### src/rtl/fdt_pkg.sv
package fdt_pkg;

   typedef enum logic [2:0] {
      F_OV  = 3'd0,
      F_UV  = 3'd1,
      F_OW  = 3'd2,
      F_OT  = 3'd3,
      F_OSC = 3'd4
   } fault_e;

   localparam int NUM_FAULTS = 5;
   localparam int SEL_W      = 3;
   localparam int MAX_SHIFT  = 4;

   // bit i set: fault i drives the line
   localparam logic [NUM_FAULTS-1:0] CHG_ROUTE = 5'b11101;
   localparam logic [NUM_FAULTS-1:0] DSG_ROUTE = 5'b11110;

   // codes above the longest option saturate to it
   function automatic int unsigned shift_of(input logic [SEL_W-1:0] code);
      return (int'(code) > MAX_SHIFT) ? MAX_SHIFT : int'(code);
   endfunction

endpackage

### src/rtl/fdt_delay_sel.sv
module fdt_delay_sel
   import fdt_pkg::*;
#(
   parameter int BASE_TICKS = 250,
   parameter int TEST_TICKS = 50,
   parameter int CNT_W      = 12
) (
   input  logic [SEL_W-1:0] code,
   input  logic             test_on,
   output logic [CNT_W-1:0] limit
);

   logic [31:0] normal_ticks;

   always_comb begin
      normal_ticks = 32'(BASE_TICKS) << shift_of(code);
      if (test_on) limit = CNT_W'(TEST_TICKS);
      else         limit = CNT_W'(normal_ticks);
   end

endmodule

### src/rtl/fdt_qual_timer.sv
module fdt_qual_timer #(
   parameter int CNT_W  = 12,
   parameter bit BYPASS = 1'b0
) (
   input  logic             clk,
   input  logic             rst_n,
   input  logic             tick,
   input  logic             raw,
   input  logic             restart,
   input  logic [CNT_W-1:0] limit,
   output logic             qual
);

   generate
      if (BYPASS) begin : g_direct
         logic unused_inputs;
         assign unused_inputs = ^{tick, restart, limit};

         always_ff @(posedge clk or negedge rst_n) begin
            if (!rst_n) qual <= 1'b0;
            else        qual <= raw;
         end
      end else begin : g_timed
         logic [CNT_W-1:0] cnt;
         logic             expire;

         assign expire = (cnt >= (limit - CNT_W'(1)));

         always_ff @(posedge clk or negedge rst_n) begin
            if (!rst_n) begin
               cnt  <= '0;
               qual <= 1'b0;
            end else if (!raw) begin
               cnt  <= '0;
               qual <= 1'b0;
            end else if (restart) begin
               cnt  <= '0;
            end else if (tick && !qual) begin
               if (expire) begin
                  cnt  <= '0;
                  qual <= 1'b1;
               end else begin
                  cnt  <= cnt + CNT_W'(1);
               end
            end
         end
      end
   endgenerate

endmodule

### src/rtl/fdt_out_map.sv
module fdt_out_map
   import fdt_pkg::*;
#(
   parameter logic [NUM_FAULTS-1:0] ROUTE = CHG_ROUTE
) (
   input  logic                  clk,
   input  logic                  rst_n,
   input  logic                  latch_en,
   input  logic                  pol_high,
   input  logic [NUM_FAULTS-1:0] qual,
   output logic                  active,
   output logic                  level
);

   logic hit;
   logic held;

   assign hit = |(qual & ROUTE);

   always_ff @(posedge clk or negedge rst_n) begin
      if (!rst_n)               held <= 1'b0;
      else if (latch_en && hit) held <= 1'b1;
   end

   assign active = hit | held;
   assign level  = pol_high ? active : ~active;

endmodule

### src/rtl/fdt_prot_ctrl.sv
module fdt_prot_ctrl
   import fdt_pkg::*;
#(
   parameter int BASE_TICKS = 250,
   parameter int TEST_TICKS = 50
) (
   input  logic             clk,
   input  logic             rst_n,
   input  logic             tick,
   input  logic             raw_ov,
   input  logic             raw_uv,
   input  logic             raw_ow,
   input  logic             raw_ot,
   input  logic             raw_osc,
   input  logic [2:0]       ov_dly_sel,
   input  logic [2:0]       uv_dly_sel,
   input  logic             latch_en,
   input  logic             pol_high,
   input  logic             test_req,
   output logic             chg_out,
   output logic             dsg_out,
   output logic             fault_mode
);

   localparam int LONGEST = BASE_TICKS << MAX_SHIFT;
   localparam int CNT_W   = $clog2(LONGEST + 1);

   generate
      if (BASE_TICKS < 1) begin : g_bad_base
         $error("BASE_TICKS must be at least 1");
      end
      if (TEST_TICKS < 1 || TEST_TICKS > LONGEST) begin : g_bad_test
         $error("TEST_TICKS must lie between 1 and the longest delay");
      end
   endgenerate

   logic [NUM_FAULTS-1:0] raw_vec;
   logic [NUM_FAULTS-1:0] qual_vec;
   logic [SEL_W-1:0]      code_vec [NUM_FAULTS];
   logic                  test_q;
   logic                  restart;
   logic                  chg_act;
   logic                  dsg_act;

   assign raw_vec[F_OV]  = raw_ov;
   assign raw_vec[F_UV]  = raw_uv;
   assign raw_vec[F_OW]  = raw_ow;
   assign raw_vec[F_OT]  = raw_ot;
   assign raw_vec[F_OSC] = raw_osc;

   always_ff @(posedge clk or negedge rst_n) begin
      if (!rst_n) test_q <= 1'b0;
      else        test_q <= test_req;
   end

   assign restart = test_q ^ test_req;

   generate
      for (genvar i = 0; i < NUM_FAULTS; i++) begin : g_fault
         logic [CNT_W-1:0] limit;

         if (i == int'(F_OV)) begin : g_code
            assign code_vec[i] = ov_dly_sel;
         end else if (i == int'(F_UV)) begin : g_code
            assign code_vec[i] = uv_dly_sel;
         end else begin : g_code
            assign code_vec[i] = SEL_W'(MAX_SHIFT);
         end

         fdt_delay_sel #(
            .BASE_TICKS (BASE_TICKS),
            .TEST_TICKS (TEST_TICKS),
            .CNT_W      (CNT_W)
         ) u_dly (
            .code    (code_vec[i]),
            .test_on (test_q),
            .limit   (limit)
         );

         fdt_qual_timer #(
            .CNT_W  (CNT_W),
            .BYPASS (i == int'(F_OSC))
         ) u_tmr (
            .clk     (clk),
            .rst_n   (rst_n),
            .tick    (tick),
            .raw     (raw_vec[i]),
            .restart (restart),
            .limit   (limit),
            .qual    (qual_vec[i])
         );
      end
   endgenerate

   fdt_out_map #(.ROUTE(CHG_ROUTE)) u_chg (
      .clk      (clk),
      .rst_n    (rst_n),
      .latch_en (latch_en),
      .pol_high (pol_high),
      .qual     (qual_vec),
      .active   (chg_act),
      .level    (chg_out)
   );

   fdt_out_map #(.ROUTE(DSG_ROUTE)) u_dsg (
      .clk      (clk),
      .rst_n    (rst_n),
      .latch_en (latch_en),
      .pol_high (pol_high),
      .qual     (qual_vec),
      .active   (dsg_act),
      .level    (dsg_out)
   );

   assign fault_mode = chg_act | dsg_act;

endmodule

### config.mk
export PLATFORM = sky130hd
export DESIGN_NAME = fdt_prot_ctrl
export DESIGN_NICKNAME = d
export VERILOG_FILES = /design/src/rtl/fdt_pkg.sv /design/src/rtl/fdt_delay_sel.sv /design/src/rtl/fdt_qual_timer.sv /design/src/rtl/fdt_out_map.sv /design/src/rtl/fdt_prot_ctrl.sv
export SDC_FILE = /design/constraint.sdc
export NUM_CORES = 1
export LEC_CHECK = 0
export ABC_AREA = 0
export CAP_MARGIN = 20
export CORE_MARGIN = 5
export CORE_UTILIZATION = 45
export CTS_CLUSTER_DIAMETER = 30
export DETAILED_ROUTE_END_ITERATION = 8
export PLACE_DENSITY = 0.62
export SLEW_MARGIN = 0
export SYNTH_ARGS = -nofsm -noshare
export SYNTH_HDL_FRONTEND = slang
export SYNTH_SLANG_ARGS = --single-unit
### constraint.sdc
create_clock -name clk -period 7.6 [get_ports clk]
set_clock_uncertainty 0.1 [all_clocks]
set_input_delay 1.52 -clock clk [delete_from_list [all_inputs] [get_ports clk]]
set_output_delay 1.52 -clock clk [all_outputs]
set_load 0.05 [all_outputs]
==> flow_summary.toml <==
[status]
outcome = "finished, final reports clean"

[setup_path]
crit_path_end = "dsg_out"
r2r_cells = 12
critical_path_class = "in -> out"
required_ps = 5980
cp.arrival_ps = 3150
path_max_fanout = 2
crit_path_start_kind = "primary input"
r2r_slack_ps = 4000
startpoint = "pol_high"
worst_r2r_endpoint = "g_fault[0].u_tmr.g_timed.cnt[2]$_DFFE_PN0P_"
r2r_start = "test_q$_DFF_PN0_"
cp-end-kind = "primary output"

[routing]
dr.first_iter.drc_count = 231
drt-wirelength-per-cell_um = 16.5
dr_total_vias = 3736
ant_nets = 0
drc = 0
wirelength_um = 10000
dr.pass1.iters = 4
vias_per_cell = 6.14

[placed_design]
place_ws_ps = 2750
place.gp.congestion = 0.853
dp_cells = 599
place_hpwl_um = 6950
io_buffers = 19

[clocking]
cts_made_buffers = 5
cts.clk_slew.worst_paths_ps = 110
cts_max_level = 2
cts_tree = "yes"
clock_path_buffers = 2
cts_root_buffer = "clkbuf_8"
clk_latency_ps = 310
clkSinkCount = 56
postCtsHoldBufs = 0
postCtsSetupBuffers = 0
post_cts_resized = 0

[yosys]
yosysSeqAreaShare_pct = 33.4
ys.flop_type = "dfrtp_1"
synth_area_leader_cell = "dfrtp_1"
ys_types = 54
synth_edf_count = 0
synth_mux_area_share_pct = 0.744
synth_top_area_share_pct = 33.4
syn_area_sq_mm = 0.00420
synthTopCellsByArea = "dfrtp_1 (33%), ha_1 (14%), nand2_1 (4.2%), a21oi_1 (3.7%), nand3_1 (3.7%)"
synth-adder-area-share_pct = 13.7
synthSimpleGateAreaFrac_pct = 24.4
synthCells = 483
synth-compound-area-share_pct = 21.0
yosys_register_bits = 56
synth_top_family_by_area = "simple AND/OR/NAND/NOR gates"
synth_xor_xnor_area_share_pct = 2.89
avgSynthCellArea_sq_um = 8.70
synth_warnings = 0
synthArstFlopShare_pct = 100
syn_nets = 546

[cells_and_area]
layout-drive-gt1-share_pct = 5.84
fillers = 875
area_growth_pct = 9.44
stdcell_count = 608
diodes = 0
nets = 559

[global_routing]
grt_pass1_vias = 3532
grt_overflow_total = 0
grt_usage_pct = 18.2
grt_max_degree = 57
grt_pass1_wl_um = 17200
grt_antenna_before_repair = 0

[run]
drv_cap = 0

[floorplanning]
rows = 35
die_w_um = 107
io-pin-count = 20
start_util_pct = 45.9
die_h_um = 107
die_area_sq_mm = 0.0114
core_sq_mm = 0.00915

[sta]
setup_viol = 0
layout_setup_ws_ps = 2830
rsz0062_at_grt = "no"
finalCritPeriodShare_pct = 62.7
final-hold-violation-count = 0
setup-tns-final_ps = 0
fmax_mhz = 210
max-slew-margin-rel_pct = 39.1
max_slew.worst_pin.slew_ps = 914
period_minus_slack_ps = 4770
slew_violations = 0

[power]
peakVddDrop_uv = 82.7
power.density_mw_per_mm2 = 135
p_leak_uw = 0.00202

[min_path]
hold_class = "reg -> reg"
## cell usage after synthesis, drive strengths merged (5+ instances only)
library cell,n
buf,11
and3,13
or2,5
a31oi,21
xor2,9
nand3,32
nand2,47
o21a,6
inv,21
nand4,16
ha,46
a41oi,14
o211ai,7
nand3b,5
nor3,20
nor2,31
o21ai,20
a21oi,31
clkbuf,6
dfrtp,56
nor4,8
nand2b,7
## layer usage
metal	vias to the layer above	wire (um)	track usage, %
met1	1810	5090	25.9
met4	0	61	3.47
li1	1858	-	-
met5	-	0	0
met3	5	245	2.47
met2	63	4630	29.8
## sequential cells by signal, indices dropped and copies added (netlist names)
| register | flops |
|---|---|
| g_fault.u_tmr.g_timed.cnt | 48 |
| u_chg.held | 1 |
| test_q | 1 |
| g_fault.u_tmr.qual | 5 |
| u_dsg.held | 1 |
## power by group
part | internal (uW) | switching (uW)
registers | 303 | 8.02
logic | 36.4 | 68.1
clock network | 98.0 | 107
## cells by family (layout without fill, tap and decap cells)
group	after synthesis	after routing
simple gates	200	200
compound gates	126	126
flops	56	56
fa+ha+maj	46	46
buf+inv	39	53
xor+xnor	13	13
mux	3	3
## layout make-up
type | count | area [sq um] | area share (%)
Clock buffer | 5 | 68.8 | 1.50
Clock inverter | 3 | 42.5 | 0.925
Inverter | 22 | 82.6 | 1.80
Multi-Input combinational cell | 388 | 2650 | 57.5
Sequential cell | 56 | 1400 | 30.5
Tap cell | 111 | 139 | 3.02
Timing Repair Buffer | 23 | 219 | 4.76
## how the worst min path moves through the flow
stage                                                 start                                           end  cells past startpoint
6_report       g_fault[1].u_tmr.g_timed.cnt[11]$_DFFE_PN0P_  g_fault[1].u_tmr.g_timed.cnt[11]$_DFFE_PN0P_                      1
5_1_grt                              u_chg.held$_DFFE_PN0P_                        u_chg.held$_DFFE_PN0P_                      1
4_1_cts                              u_chg.held$_DFFE_PN0P_                        u_chg.held$_DFFE_PN0P_                      1
3_5_place_dp                         u_chg.held$_DFFE_PN0P_                        u_chg.held$_DFFE_PN0P_                      1
3_3_place_gp                         u_chg.held$_DFFE_PN0P_                        u_chg.held$_DFFE_PN0P_                      1
2_1_floorplan                        u_chg.held$_DFFE_PN0P_                        u_chg.held$_DFFE_PN0P_                      1
## through the flow
stage | power (uW) | area (sq um) | util, % | hold WS, ps
floorplan | 382 | 4200 | - | 336
global placement | 418 | 4480 | 48.9 | 356
detailed placement | 421 | 4480 | 48.9 | 363
CTS | 627 | 4590 | 50.1 | 395
global route | 655 | 4600 | 50.2 | 438
finish | 621 | 4600 | 50.2 | 405
## worst max-delay path, cell delays in order
cell and delay (ps):
clkdlybuf4s50_1 510, xor2_1 260, clkdlybuf4s50_1 860
## placed cells by master, fill, tap and decap left out, types with 3 or more instances in the layout
master / netlist / final
inv_1: 20 / 20
nand2b_1: 7 / 7
a41oi_1: 14 / 14
nand3_1: 31 / 31
nor2_1: 29 / 29
a21o_1: 3 / 3
clkbuf_8: 0 / 5
nor3_1: 20 / 20
nor4_1: 8 / 8
a32oi_1: 3 / 3
or2_2: 5 / 5
xnor2_1: 3 / 3
o41ai_1: 3 / 3
clkdlybuf4s50_1: 0 / 18
nand4b_1: 4 / 4
dfrtp_1: 56 / 56
and3_1: 13 / 13
buf_4: 1 / 3
o211ai_1: 7 / 7
o21a_1: 6 / 6
nand4_1: 16 / 16
xor2_1: 9 / 8
o21ai_0: 18 / 18
nand3b_1: 5 / 5
ha_1: 46 / 46
a21oi_1: 31 / 31
nand2_1: 47 / 47
and2_1: 4 / 4
o31ai_1: 4 / 4
a31oi_1: 21 / 21
(Power assumes the default switching activity.)
